File: config.mk
export PLATFORM = sky130hd
export DESIGN_NAME = tzone_select
export DESIGN_NICKNAME = d
export VERILOG_FILES = /design/src/rtl/tzone_pkg.sv /design/src/rtl/tzone_hyst_bit.sv /design/src/rtl/tzone_cfg_mux.sv /design/src/rtl/tzone_select.sv
export SDC_FILE = /design/constraint.sdc
export NUM_CORES = 1
export LEC_CHECK = 0
export ABC_AREA = 1
export BUFFER_PORTS_ARGS = -buffer_cell sky130_fd_sc_hd__buf_2
export CAP_MARGIN = 30
export CELL_PAD_IN_SITES_DETAIL_PLACEMENT = 0
export CELL_PAD_IN_SITES_GLOBAL_PLACEMENT = 2
export CORE_UTILIZATION = 21
export CTS_CLUSTER_SIZE = 25
export DETAILED_ROUTE_END_ITERATION = 6
export GPL_TIMING_DRIVEN = 0
export PLACE_DENSITY = 0.79
export SLEW_MARGIN = 20
export SYNTH_ARGS = -nofsm -noshare
export SYNTH_HDL_FRONTEND = slang
export SYNTH_SLANG_ARGS = --single-unit
export TNS_END_PERCENT = 30
File: constraint.sdc
create_clock -name clk -period 2.5 [get_ports clk]
set_input_delay 0.25 -clock clk [delete_from_list [all_inputs] [get_ports clk]]
set_output_delay 0.25 -clock clk [all_outputs]
set_load 0.01 [all_outputs]
File: src/rtl/tzone_pkg.sv
package tzone_pkg;

   // Zone numbering: count of boundaries crossed toward warm.
   typedef enum logic [2:0] {
      ZN_COLD = 3'd0,
      ZN_C0   = 3'd1,
      ZN_C1   = 3'd2,
      ZN_C2   = 3'd3,
      ZN_C3   = 3'd4,
      ZN_HOT  = 3'd5
   } zone_e;

   localparam int NUM_BND = 5;
   localparam int NUM_CHG = NUM_BND - 1;

   // Warm-going threshold: code strictly below it crosses toward warm.
   function automatic int bnd_warm(input int tbl, input int idx);
      int v;
      case (idx)
         0: v = (tbl == 0) ? 133 : 140;
         1: v = (tbl == 0) ? 131 : 137;
         2: v = (tbl == 0) ?  69 :  63;
         3: v = (tbl == 0) ?  62 :  54;
         default: v = (tbl == 0) ? 50 : 39;
      endcase
      return v;
   endfunction

   // Cold-going threshold: code at or above it crosses back toward cold.
   function automatic int bnd_cold(input int tbl, input int idx);
      int v;
      case (idx)
         0: v = (tbl == 0) ? 151 : 161;
         1: v = (tbl == 0) ? 132 : 140;
         2: v = (tbl == 0) ?  71 :  65;
         3: v = (tbl == 0) ?  63 :  56;
         default: v = (tbl == 0) ? 62 : 54;
      endcase
      return v;
   endfunction

endpackage

File: src/rtl/tzone_hyst_bit.sv
module tzone_hyst_bit #(
   parameter int RATIO_W = 8,
   parameter int WARM_A  = 133,
   parameter int COLD_A  = 151,
   parameter int WARM_B  = 140,
   parameter int COLD_B  = 161
) (
   input  logic               clk,
   input  logic               rst_n,
   input  logic [RATIO_W-1:0] ratio,
   input  logic               sel,
   input  logic               first,
   output logic               warm_q
);
   localparam int MAXV = (1 << RATIO_W) - 1;

   if (WARM_A > COLD_A || WARM_B > COLD_B) begin : g_bad_order
      $error("tzone_hyst_bit: warm threshold above cold threshold");
   end
   if (COLD_A > MAXV || COLD_B > MAXV) begin : g_bad_range
      $error("tzone_hyst_bit: threshold does not fit RATIO_W");
   end

   localparam logic [RATIO_W-1:0] WA = RATIO_W'(WARM_A);
   localparam logic [RATIO_W-1:0] CA = RATIO_W'(COLD_A);
   localparam logic [RATIO_W-1:0] WB = RATIO_W'(WARM_B);
   localparam logic [RATIO_W-1:0] CB = RATIO_W'(COLD_B);

   logic [RATIO_W-1:0] thr_w, thr_c;
   logic               below_w, at_c;

   always_comb begin
      thr_w   = sel ? WB : WA;
      thr_c   = sel ? CB : CA;
      below_w = (ratio < thr_w);
      at_c    = (ratio >= thr_c);
   end

   always_ff @(posedge clk or negedge rst_n) begin
      if (!rst_n)       warm_q <= 1'b0;
      else if (first)   warm_q <= !at_c;
      else if (below_w) warm_q <= 1'b1;
      else if (at_c)    warm_q <= 1'b0;
   end
endmodule

File: src/rtl/tzone_cfg_mux.sv
module tzone_cfg_mux #(
   parameter int NZ   = 4,
   parameter int VT_W = 3,
   parameter int IC_W = 4,
   parameter int ZW   = 3
) (
   input  logic [ZW-1:0]      zone,
   input  logic               vld,
   input  logic [NZ*VT_W-1:0] vterm_cfg,
   input  logic [NZ*IC_W-1:0] icurr_cfg,
   output logic [VT_W-1:0]    vterm,
   output logic [IC_W-1:0]    icurr,
   output logic               chg_ok,
   output logic               cfg_err
);
   localparam logic [VT_W-1:0] VT_BAD = '1;

   if (NZ + 1 >= (1 << ZW)) begin : g_bad_zw
      $error("tzone_cfg_mux: ZW too narrow for NZ charging zones");
   end

   logic [VT_W-1:0] vt_sel;
   logic [IC_W-1:0] ic_sel;
   logic            in_chg;

   always_comb begin
      vt_sel = '0;
      ic_sel = '0;
      in_chg = 1'b0;
      for (int z = 0; z < NZ; z++) begin
         if (zone == ZW'(z + 1)) begin
            vt_sel = vterm_cfg[z*VT_W +: VT_W];
            ic_sel = icurr_cfg[z*IC_W +: IC_W];
            in_chg = 1'b1;
         end
      end
      cfg_err = vld && in_chg && (vt_sel == VT_BAD);
      chg_ok  = vld && in_chg && !cfg_err;
      vterm   = chg_ok ? vt_sel : '0;
      icurr   = chg_ok ? ic_sel : '0;
   end
endmodule

File: src/rtl/tzone_select.sv
module tzone_select #(
   parameter int RATIO_W = 8,
   parameter int VT_W    = 3,
   parameter int IC_W    = 4
) (
   input  logic                                clk,
   input  logic                                rst_n,
   input  logic [RATIO_W-1:0]                  ratio_i,
   input  logic                                ntc_sel_i,
   input  logic [tzone_pkg::NUM_CHG*VT_W-1:0]  vterm_cfg_i,
   input  logic [tzone_pkg::NUM_CHG*IC_W-1:0]  icurr_cfg_i,
   output logic [2:0]                          zone_o,
   output logic                                zone_vld_o,
   output logic                                cold_flt_o,
   output logic                                hot_flt_o,
   output logic                                chg_ok_o,
   output logic                                cfg_err_o,
   output logic [VT_W-1:0]                     vterm_o,
   output logic [IC_W-1:0]                     icurr_o
);
   import tzone_pkg::*;

   localparam int NB = NUM_BND;
   localparam int ZW = $clog2(NB + 1);

   if (RATIO_W < 8) begin : g_bad_rw
      $error("tzone_select: RATIO_W must hold the threshold codes");
   end
   if (ZW != 3) begin : g_bad_zone
      $error("tzone_select: zone port is 3 bits wide");
   end

   logic          first_q, vld_q;
   logic [NB-1:0] warm_flags;
   logic [ZW-1:0] zone_cnt;

   always_ff @(posedge clk or negedge rst_n) begin
      if (!rst_n) begin
         first_q <= 1'b1;
         vld_q   <= 1'b0;
      end else begin
         first_q <= 1'b0;
         vld_q   <= 1'b1;
      end
   end

   for (genvar b = 0; b < NB; b++) begin : g_bnd
      tzone_hyst_bit #(
         .RATIO_W (RATIO_W),
         .WARM_A  (bnd_warm(0, b)),
         .COLD_A  (bnd_cold(0, b)),
         .WARM_B  (bnd_warm(1, b)),
         .COLD_B  (bnd_cold(1, b))
      ) u_bit (
         .clk    (clk),
         .rst_n  (rst_n),
         .ratio  (ratio_i),
         .sel    (ntc_sel_i),
         .first  (first_q),
         .warm_q (warm_flags[b])
      );
   end

   always_comb begin
      zone_cnt = '0;
      for (int b = 0; b < NB; b++) zone_cnt = zone_cnt + ZW'(warm_flags[b]);
   end

   assign zone_o     = zone_cnt;
   assign zone_vld_o = vld_q;
   assign cold_flt_o = vld_q && (zone_cnt == ZW'(ZN_COLD));
   assign hot_flt_o  = vld_q && (zone_cnt == ZW'(ZN_HOT));

   tzone_cfg_mux #(
      .NZ   (NUM_CHG),
      .VT_W (VT_W),
      .IC_W (IC_W),
      .ZW   (ZW)
   ) u_cfg (
      .zone      (zone_cnt),
      .vld       (vld_q),
      .vterm_cfg (vterm_cfg_i),
      .icurr_cfg (icurr_cfg_i),
      .vterm     (vterm_o),
      .icurr     (icurr_o),
      .chg_ok    (chg_ok_o),
      .cfg_err   (cfg_err_o)
   );
endmodule

==> impl_metrics.py, run 1 <==
metrics = {
    "cells_and_area": {
        "finalInstanceArea_mm2": 0.00186,
        "layout-drive-gt1-share_pct": 45.0,
        "fin_cells": 312,
        "post-route-util_pct": 35.5,
        "nNetsFinal": 297,
        "num_antenna_cells": 0,
        "area_growth_pct": 59.0,
    },
    "die": {
        "start_util_pct": 22.3,
        "dieArea_mm2": 0.00587,
        "die_y_um": 76.6,
        "ios": 54,
        "rows": 26,
        "die_w_um": 76.6,
        "design.core.area_mm2": 0.00524,
    },
    "worst_hold_path": {
        "min_path_type": "in -> reg",
    },
    "synth": {
        "synth.avg_cell_area_um2": 6.79,
        "syn_area_mm2": 0.00117,
        "netlist_instances": 172,
        "ys_ff_latch": 7,
        "ys_types": 34,
        "async_reset_ff_share_pct": 100,
        "synth.net_count": 226,
        "synth_edf_count": 0,
        "ys_seq_area_share_pct": 15.1,
        "yosys_warnings": 0,
        "synth_flop_cell": "dfrtp_1",
    },
    "clock_network": {
        "clk_pin_slew_ns": 0.04,
        "cts.path.max_buffers": 2,
        "insertion_delay_ns": 0.23,
        "clock-root-buffer": "clkbuf_8",
        "cts_tree": "done",
        "clock_sinks": 7,
        "h-tree-depth": 1,
        "cts_buffers": 3,
    },
    "power_and_ir_drop": {
        "power.density_mw_per_mm2": 578,
        "power_frac_seq_pct": 12.0,
        "pwr-share-clk_pct": 14.4,
        "comb_power_share_pct": 73.5,
        "finalPower_w": 0.00107,
        "swShare_pct": 42.8,
        "vdd_drop_max_uv": 211,
        "p_switching_w": 0.000460,
        "p_leak_nw": 0.964,
        "p_int_w": 0.000614,
    },
    "route": {
        "routedWlPerCell_um": 10.3,
        "drcViolationCount": 0,
        "dr.pass1.iters": 4,
        "ant_nets": 0,
        "avgViaCountPerCell": 4.30,
        "drtIter0Drc": 25,
        "vias": 1341,
        "routed_wl_mm": 3.22,
    },
    "timing": {
        "final-max-slew-violation-count": 0,
        "finalCritPeriodShare_pct": 122,
        "finalHoldViolCount": 0,
        "fin_ws_ns": -0.554,
        "fin_crit_ns": 3.05,
        "rsz0062_at_grt": "true",
        "finalSetupViolCount": 11,
        "clock_skew_ns": 0.00122,
        "fmax_mhz": 327,
    },
    "placed_design": {
        "dp.cells": 295,
        "placed_cell_area_mm2": 0.00157,
        "place_hpwl_mm": 2.58,
        "gp_congestion": 0.756,
        "numPortBuffers": 53,
    },
    "critical_path": {
        "cp.required_ns": 2.25,
        "cp_max_fo": 4,
        "path_delay_family": "adder cells",
        "critPathCaptureType": "output pin",
        "crit_buf_inv": 4,
        "crit_path_top_delay_cell": "fa_2",
        "path_cells": "fa_1, inv_2, fa_2, buf_4, nand4_1, nand4_4, nand2_4, o21bai_4, buf_12, nor2_4, buf_6",
        "crit_arrival_ns": 2.80,
        "max_stage_delay_ns": 0.58,
        "startpoint_type": "flip-flop",
        "path_class": "reg -> out",
    },
    "global_route": {
        "antenna_found_initial": 0,
        "grt_pass1_vias": 1325,
        "track_usage_pct": 11.7,
        "grt_max_degree": 11,
        "grt_pass1_wl_mm": 5.55,
        "overflow": 0,
    },
    "status": {
        "violations": "setup timing",
        "outcome": "finished with violations",
    },
    "run": {
        "drv_cap": 0,
    },
}
==> final cells by class <==
cell class / instances / area [um2]
inverter: 34 / 135
fill: 559 / 3380
timing repair buffer: 68 / 457
buffer: 2 / 22.5
multi-input combinational: 127 / 935
clock buffer: 4 / 45.0
sequential: 7 / 176
tap: 70 / 87.6
==> per-stage QoR <==
| step | TNS (ns) | setup WS, ns | hold WS (ns) |
|---|---|---|---|
| finish | -4.83 | -0.554 | 0.268 |
| global route | -6.34 | -0.683 | 0.279 |
| CTS | -5.24 | -0.570 | 0.264 |
| detailed placement | -3.35 | -0.472 | 0.0871 |
| global placement | -3.20 | -0.451 | 0.0890 |
| floorplan | -1.29 | -0.198 | -0.0456 |
==> power groups by stage <==
stage | clock network [W] | logic [W] | registers [W]
2_1_floorplan | 0 | 0.000425 | 0.000129
3_3_place_gp | 0 | 0.000573 | 0.000131
3_5_place_dp | 0 | 0.000568 | 0.000131
4_1_cts | 0.000162 | 0.000731 | 0.000129
5_1_grt | 0.000172 | 0.000873 | 0.000131
6_report | 0.000155 | 0.000790 | 0.000129
==> state kept, by name, summed over array words and instances (netlist names) <==
signal              count
first_q                 1
g_bnd.u_bit.warm_q      5
zone_vld_o              1
==> logic make-up after synthesis <==
kind of cell               Yosys count  share of synthesized area (%)
and+or+nand+nor                     85                           38.3
buffers and inverters               38                           14.3
AOI/OAI and AO/OA                   25                           14.2
adders and majority gates           15                           17.3
DFF                                  7                           15.1
other                                2                          0.643
==> placed cells by master, fill, tap and decap left out, types with 9 or more instances in the layout <==
| cell type | instances |
|---|---|
| ha_1 | 12 |
| nand3_1 | 14 |
| nand2_1 | 26 |
| buf_2 | 48 |
| inv_1 | 26 |
| nor2_1 | 9 |
| buf_4 | 9 |
| nand4_1 | 10 |
| buf_6 | 9 |
| o21ai_0 | 10 |
==> worst paths after layout <==
kind / startpoint / end / slack [ns] / cells past startpoint
max in group asynchronous: rst_n / first_q$_DFF_PN1_ / 1.89 / 2
min in group asynchronous: rst_n / g_bnd[1].u_bit.warm_q$_DFFE_PN0P_ / 0.38 / 2
max: g_bnd[0].u_bit.warm_q$_DFFE_PN0P_ / icurr_o[2] / -0.55 / 11
min reg2reg: g_bnd[2].u_bit.warm_q$_DFFE_PN0P_ / g_bnd[2].u_bit.warm_q$_DFFE_PN0P_ / 0.55 / 2
max reg2reg: first_q$_DFF_PN1_ / g_bnd[0].u_bit.warm_q$_DFFE_PN0P_ / 1.39 / 4
min: ratio_i[7] / g_bnd[1].u_bit.warm_q$_DFFE_PN0P_ / 0.27 / 2
==> cell usage after synthesis, types with 3 or more instances <==
| cell type | number | area [um2] |
|---|---|---|
| dfrtp_1 | 6 | 150 |
| nand4_1 | 10 | 62.6 |
| inv_2 | 4 | 15.0 |
| a21oi_1 | 3 | 15.0 |
| nand3_1 | 17 | 85.1 |
| inv_1 | 28 | 105 |
| nor2_2 | 4 | 25.0 |
| nor4_1 | 3 | 18.8 |
| nand2_1 | 28 | 105 |
| nor2_1 | 10 | 37.5 |
| ha_1 | 13 | 163 |
| o21ai_0 | 13 | 65.1 |
==> routing by layer <==
metal	up-vias	wire [um]	GRT usage (%)
li1	706	-	-
met1	582	1390	13.3
met4	0	85	5.77
met2	46	1560	21.2
met3	7	186	1.68
met5	-	0	0
==> repair_timing <==
action,in CTS,in global routing
hold endpoints to repair,6,0
endpoints found under the setup margin,11,12
setup buffers,11,5
resized for setup,16,12
hold buffers,1,0
pin swaps,10,11
Power figures use the tool's default switching activity.
==> run 2, diff against run 1 <==
--- a/config.mk
+++ b/config.mk
@@ -14,6 +14,7 @@
 export CTS_CLUSTER_SIZE = 25
 export DETAILED_ROUTE_END_ITERATION = 6
 export GPL_TIMING_DRIVEN = 0
+export MAX_ROUTING_LAYER = met4
 export PLACE_DENSITY = 0.79
 export SLEW_MARGIN = 20
 export SYNTH_ARGS = -nofsm -noshare
==> impl_metrics.py, run 2 (synthesis gave the netlist of run 1 again) <==
metrics = {
    "power_and_ir_drop": {
        "vdd_drop_max_uv": 211,
        "power.density_mw_per_mm2": 579,
        "p_switching_w": 0.000461,
        "finalPower_w": 0.00108,
        "comb_power_share_pct": 73.5,
        "p_int_w": 0.000614,
        "swShare_pct": 42.9,
        "power_frac_seq_pct": 12.0,
        "p_leak_nw": 0.964,
        "pwr-share-clk_pct": 14.4,
    },
    "clock_network": {
        "clock_sinks": 7,
        "insertion_delay_ns": 0.23,
        "cts_tree": "done",
        "h-tree-depth": 1,
        "cts.path.max_buffers": 2,
        "clock-root-buffer": "clkbuf_8",
        "clk_pin_slew_ns": 0.04,
        "cts_buffers": 3,
    },
    "status": {
        "outcome": "finished with violations",
        "violations": "setup timing",
    },
    "placed_design": {
        "placed_cell_area_mm2": 0.00157,
        "numPortBuffers": 53,
        "place_hpwl_mm": 2.58,
        "place_ws_ns": -0.472,
        "gp_congestion": 0.766,
    },
    "route": {
        "vias": 1334,
        "wl_met3_um": 183,
        "avgViaCountPerCell": 4.28,
        "highest_layer": "met4",
        "routedWlPerCell_um": 10.3,
        "dr.pass1.iters": 4,
        "drcViolationCount": 0,
        "m1WireLength_mm": 1.40,
        "drtIter0Drc": 28,
        "ant_nets": 0,
        "routed_wl_mm": 3.23,
        "wl_met2_mm": 1.56,
    },
    "critical_path": {
        "critPathLaunch": "g_bnd[0].u_bit.warm_q$_DFFE_PN0P_",
        "r2r-end": "g_bnd[0].u_bit.warm_q$_DFFE_PN0P_",
        "path_delay_family": "adder cells",
        "max_stage_delay_ns": 0.58,
        "crit_buf_inv": 4,
        "cp_max_fo": 4,
        "startpoint_type": "flip-flop",
        "crit_arrival_ns": 2.81,
        "rrSetupSlack_ns": 1.39,
        "path_cells": "fa_1, inv_2, fa_2, buf_4, nand4_1, nand4_4, nand2_4, o21bai_4, buf_12, nor2_4, buf_6",
        "path_class": "reg -> out",
        "rr_startpoint": "first_q$_DFF_PN1_",
        "critPathCaptureType": "output pin",
        "rr_worst_depth": 4,
        "crit_end": "icurr_o[2]",
        "crit_path_top_delay_cell": "fa_2",
        "path_depth": 11,
        "cp.required_ns": 2.25,
    },
    "timing": {
        "finalHoldViolCount": 0,
        "finalSetupViolCount": 11,
        "finalCritPeriodShare_pct": 122,
        "fmax_mhz": 327,
        "rsz0062_at_grt": "true",
        "fin_crit_ns": 3.06,
        "final-max-slew-violation-count": 0,
        "clock_skew_ns": 0.00127,
        "fin_ws_ns": -0.555,
    },
    "cells_and_area": {
        "finalInstanceArea_mm2": 0.00186,
        "layout_common_cells": "48 x buf_2, 26 x inv_1, 26 x nand2_1, 14 x nand3_1, 12 x ha_1",
        "regMostFlops": "g_bnd.u_bit.warm_q",
        "mostFrequentLayoutCell": "buf_2",
        "area_growth_pct": 59.0,
        "layout-drive-gt1-share_pct": 45.0,
        "post-route-util_pct": 35.5,
        "nNetsFinal": 297,
        "largest_register_ffs": 5,
        "num_antenna_cells": 0,
    },
    "global_route": {
        "overflow": 0,
        "grt_max_degree": 11,
        "grt_pass1_wl_mm": 5.55,
        "antenna_found_initial": 0,
        "track_usage_pct": 12.0,
        "grt_pass1_vias": 1325,
    },
    "run": {
        "drv_cap": 0,
    },
    "die": {
        "design.core.area_mm2": 0.00524,
        "ios": 54,
        "die_w_um": 76.6,
        "dieArea_mm2": 0.00587,
        "rows": 26,
        "die_y_um": 76.6,
        "start_util_pct": 22.3,
    },
    "worst_hold_path": {
        "min_path_type": "in -> reg",
        "hold_path_depth": 2,
    },
}
==> run 2: how the worst min path moves through the flow <==
stage	start	to	slack (ns)
after floorplan	rst_n	g_bnd[0].u_bit.warm_q$_DFFE_PN0P_	-0.05
after global placement	rst_n	g_bnd[0].u_bit.warm_q$_DFFE_PN0P_	0.09
after detailed placement	rst_n	g_bnd[0].u_bit.warm_q$_DFFE_PN0P_	0.09
after CTS	ratio_i[7]	g_bnd[1].u_bit.warm_q$_DFFE_PN0P_	0.26
after global routing	ratio_i[5]	g_bnd[4].u_bit.warm_q$_DFFE_PN0P_	0.28
final	ratio_i[7]	g_bnd[1].u_bit.warm_q$_DFFE_PN0P_	0.27
==> run 2: cell type report <==
cell class / count / area [um2]
timing repair buffer: 68 / 457
buffer: 2 / 22.5
fill: 559 / 3380
sequential: 7 / 176
clock buffer: 4 / 45.0
inverter: 34 / 135
multi-input combinational: 127 / 935
tap: 70 / 87.6
==> run 2: power groups by stage <==
stage | logic [W] | registers, W | clock network (W)
after floorplan | 0.000425 | 0.000129 | 0
after global placement | 0.000573 | 0.000131 | 0
after detailed placement | 0.000568 | 0.000131 | 0
after CTS | 0.000731 | 0.000129 | 0.000162
after global routing | 0.000873 | 0.000131 | 0.000172
final | 0.000791 | 0.000129 | 0.000155
==> run 2: layer usage <==
metal	track usage, %	vias to the layer above
met5	-	-
met3	1.68	7
met2	21.2	44
met4	5.77	0
li1	-	707
met1	13.3	576
==> run 2: stage by stage <==
| stage | std cells | setup TNS [ns] | hold slack, ns |
|---|---|---|---|
| finish | 312 | -4.84 | 0.268 |
| floorplan | 172 | -1.29 | -0.0456 |
| detailed placement | 295 | -3.35 | 0.0871 |
| global route | 312 | -6.34 | 0.279 |
| CTS | 308 | -5.24 | 0.264 |
| global placement | 295 | -3.20 | 0.0890 |
==> run 2: what timing repair did <==
action,CTS,global route
endpoints found under the setup margin,11,12
buffers inserted,11,5
hold buffers,1,0
pin swaps,10,11
endpoints found under the hold margin,6,0
resized for setup,16,12
==> run 3, diff against run 2 <==
--- a/config.mk
+++ b/config.mk
@@ -16,6 +16,7 @@
 export GPL_TIMING_DRIVEN = 0
 export MAX_ROUTING_LAYER = met4
 export PLACE_DENSITY = 0.79
+export SETUP_SLACK_MARGIN = 0.4
 export SLEW_MARGIN = 20
 export SYNTH_ARGS = -nofsm -noshare
 export SYNTH_HDL_FRONTEND = slang
==> impl_metrics.py, run 3 (synthesis gave the netlist of run 1 again) <==
metrics = {
    "die": {
        "start_util_pct": 22.3,
        "dieArea_mm2": 0.00587,
        "rows": 26,
        "die_w_um": 76.6,
        "die_y_um": 76.6,
        "ios": 54,
        "design.core.area_mm2": 0.00524,
    },
    "critical_path": {
        "path_class": "reg -> out",
        "crit_arrival_ns": 2.82,
        "cp_max_fo": 8,
        "crit_end": "icurr_o[1]",
        "rr_worst_depth": 4,
        "startpoint_type": "flip-flop",
        "critPathCaptureType": "output pin",
        "r2r-end": "g_bnd[0].u_bit.warm_q$_DFFE_PN0P_",
        "rrSetupSlack_ns": 1.38,
        "rr_startpoint": "first_q$_DFF_PN1_",
        "cp.required_ns": 2.25,
        "critPathLaunch": "g_bnd[3].u_bit.warm_q$_DFFE_PN0P_",
    },
    "route": {
        "avgViaCountPerCell": 4.19,
        "routedWlPerCell_um": 10.0,
        "routed_wl_mm": 3.09,
        "drcViolationCount": 0,
        "drtIter0Drc": 19,
        "dr.pass1.iters": 3,
        "vias": 1289,
        "ant_nets": 0,
    },
    "timing": {
        "fin_ws_ns": -0.570,
        "tns_ns": -5.26,
        "finalCritPeriodShare_pct": 123,
        "finalSetupViolCount": 11,
        "final-max-slew-violation-count": 0,
        "clock_skew_ns": 0.000921,
        "rsz0062_at_grt": "true",
        "fin_crit_ns": 3.07,
        "finalHoldViolCount": 0,
        "fmax_mhz": 326,
    },
    "power_and_ir_drop": {
        "power.density_mw_per_mm2": 552,
        "swShare_pct": 43.9,
        "comb_power_share_pct": 71.8,
        "p_int_w": 0.000561,
        "p_switching_w": 0.000439,
        "power_frac_seq_pct": 12.9,
        "vdd_drop_max_uv": 191,
        "p_leak_nw": 0.924,
        "pwr-share-clk_pct": 15.3,
        "finalPower_w": 0.000999,
    },
    "global_route": {
        "grt_max_degree": 11,
        "overflow": 0,
        "antenna_found_initial": 0,
        "grt_pass1_wl_mm": 5.57,
        "grt_pass1_vias": 1292,
        "track_usage_pct": 11.9,
    },
    "clock_network": {
        "cts_tree": "done",
        "cts.path.max_buffers": 2,
        "h-tree-depth": 1,
        "clock_sinks": 7,
        "clock-root-buffer": "clkbuf_8",
        "cts_buffers": 3,
        "clk_pin_slew_ns": 0.04,
        "insertion_delay_ns": 0.22,
    },
    "cells_and_area": {
        "layout-drive-gt1-share_pct": 45.0,
        "regMostFlops": "g_bnd.u_bit.warm_q",
        "largest_register_ffs": 5,
        "mostFrequentLayoutCell": "buf_2",
        "num_antenna_cells": 0,
        "area_growth_pct": 54.9,
        "layout_common_cells": "46 x buf_2, 26 x nand2_1, 25 x inv_1, 13 x nand3_1, 12 x ha_1",
        "nNetsFinal": 293,
    },
    "placed_design": {
        "place_hpwl_mm": 2.62,
        "gp_congestion": 0.748,
        "numPortBuffers": 53,
    },
    "run": {
        "drv_cap": 0,
    },
    "status": {
        "outcome": "finished with violations",
        "violations": "setup timing",
    },
    "worst_hold_path": {
        "min_path_type": "in -> reg",
    },
}
-- run 3: changes by cell type in the layout (fill, tap and decap cells not counted), sizes merged --
cell and delta:
buf -4, clkinv +1, inv -1
-- run 3: through the flow --
step	utilization, %	instance area [um2]	hold WS (ns)	cells	setup WS, ns
6_report	34.6	1810	0.277	308	-0.570
5_1_grt	34.6	1810	0.289	308	-0.685
4_1_cts	34.0	1780	0.269	308	-0.635
3_5_place_dp	30.4	1590	0.0882	295	-0.470
3_3_place_gp	30.4	1590	0.0894	295	-0.446
2_1_floorplan	-	1240	-0.0456	172	-0.191
-- run 3: area by class of cell --
| cell class | instances | area (um2) |
|---|---|---|
| repair buffers | 62 | 392 |
| inverters | 34 | 139 |
| flip-flops and latches | 7 | 176 |
| clock buffers | 4 | 45.0 |
| fillers | 578 | 3430 |
| multi-input cells | 127 | 917 |
| plain buffers | 4 | 53.8 |
| well taps | 70 | 87.6 |
-- run 3: what timing repair did --
item                                   CTS  global route
buffers inserted                         8             0
hold buffers                             1             0
setup endpoints to repair               13            14
gates resized for setup                 15             9
endpoints found under the hold margin    6             0
pin swaps                                7             6
-- run 3: worst min path at each step --
stage                                   endpoint  startpoint  cells past startpoint
4_1_cts        g_bnd[1].u_bit.warm_q$_DFFE_PN0P_  ratio_i[7]                      2
3_3_place_gp   g_bnd[0].u_bit.warm_q$_DFFE_PN0P_       rst_n                      1
3_5_place_dp   g_bnd[2].u_bit.warm_q$_DFFE_PN0P_       rst_n                      1
5_1_grt        g_bnd[4].u_bit.warm_q$_DFFE_PN0P_  ratio_i[5]                      2
6_report       g_bnd[1].u_bit.warm_q$_DFFE_PN0P_  ratio_i[7]                      2
2_1_floorplan  g_bnd[0].u_bit.warm_q$_DFFE_PN0P_       rst_n                      0
-- run 3: power groups by stage --
| stage | combinational [W] | sequential [W] | clock (W) |
|---|---|---|---|
| 5_1_grt | 0.000792 | 0.000131 | 0.000167 |
| 4_1_cts | 0.000695 | 0.000130 | 0.000158 |
| 2_1_floorplan | 0.000446 | 0.000129 | 0 |
| 3_5_place_dp | 0.000589 | 0.000131 | 0 |
| 6_report | 0.000717 | 0.000129 | 0.000153 |
| 3_3_place_gp | 0.000594 | 0.000131 | 0 |
-- run 3: per-layer routing --
layer / global-route usage, % / wire length (um) / vias up / share of wire (%)
li1: - / - / 699 / -
met1: 13.7 / 1430 / 549 / 46
met2: 20.4 / 1470 / 39 / 48
met3: 1.92 / 152 / 2 / 4.9
met4: 4.62 / 34 / 0 / 1.1
met5: - / 0 / - / 0
-- run 3: critical path: stages (launching register included) --
cell	delay, ns
dfrtp_1	0.39
fa_1	0.53
inv_1	0.05
fa_2	0.33
inv_2	0.07
ha_4	0.20
buf_12	0.14
nor2_4	0.11
nand2_2	0.07
buf_6	0.13
buf_4	0.13
o21ai_0	0.27
nor2_4	0.07
buf_6	0.12
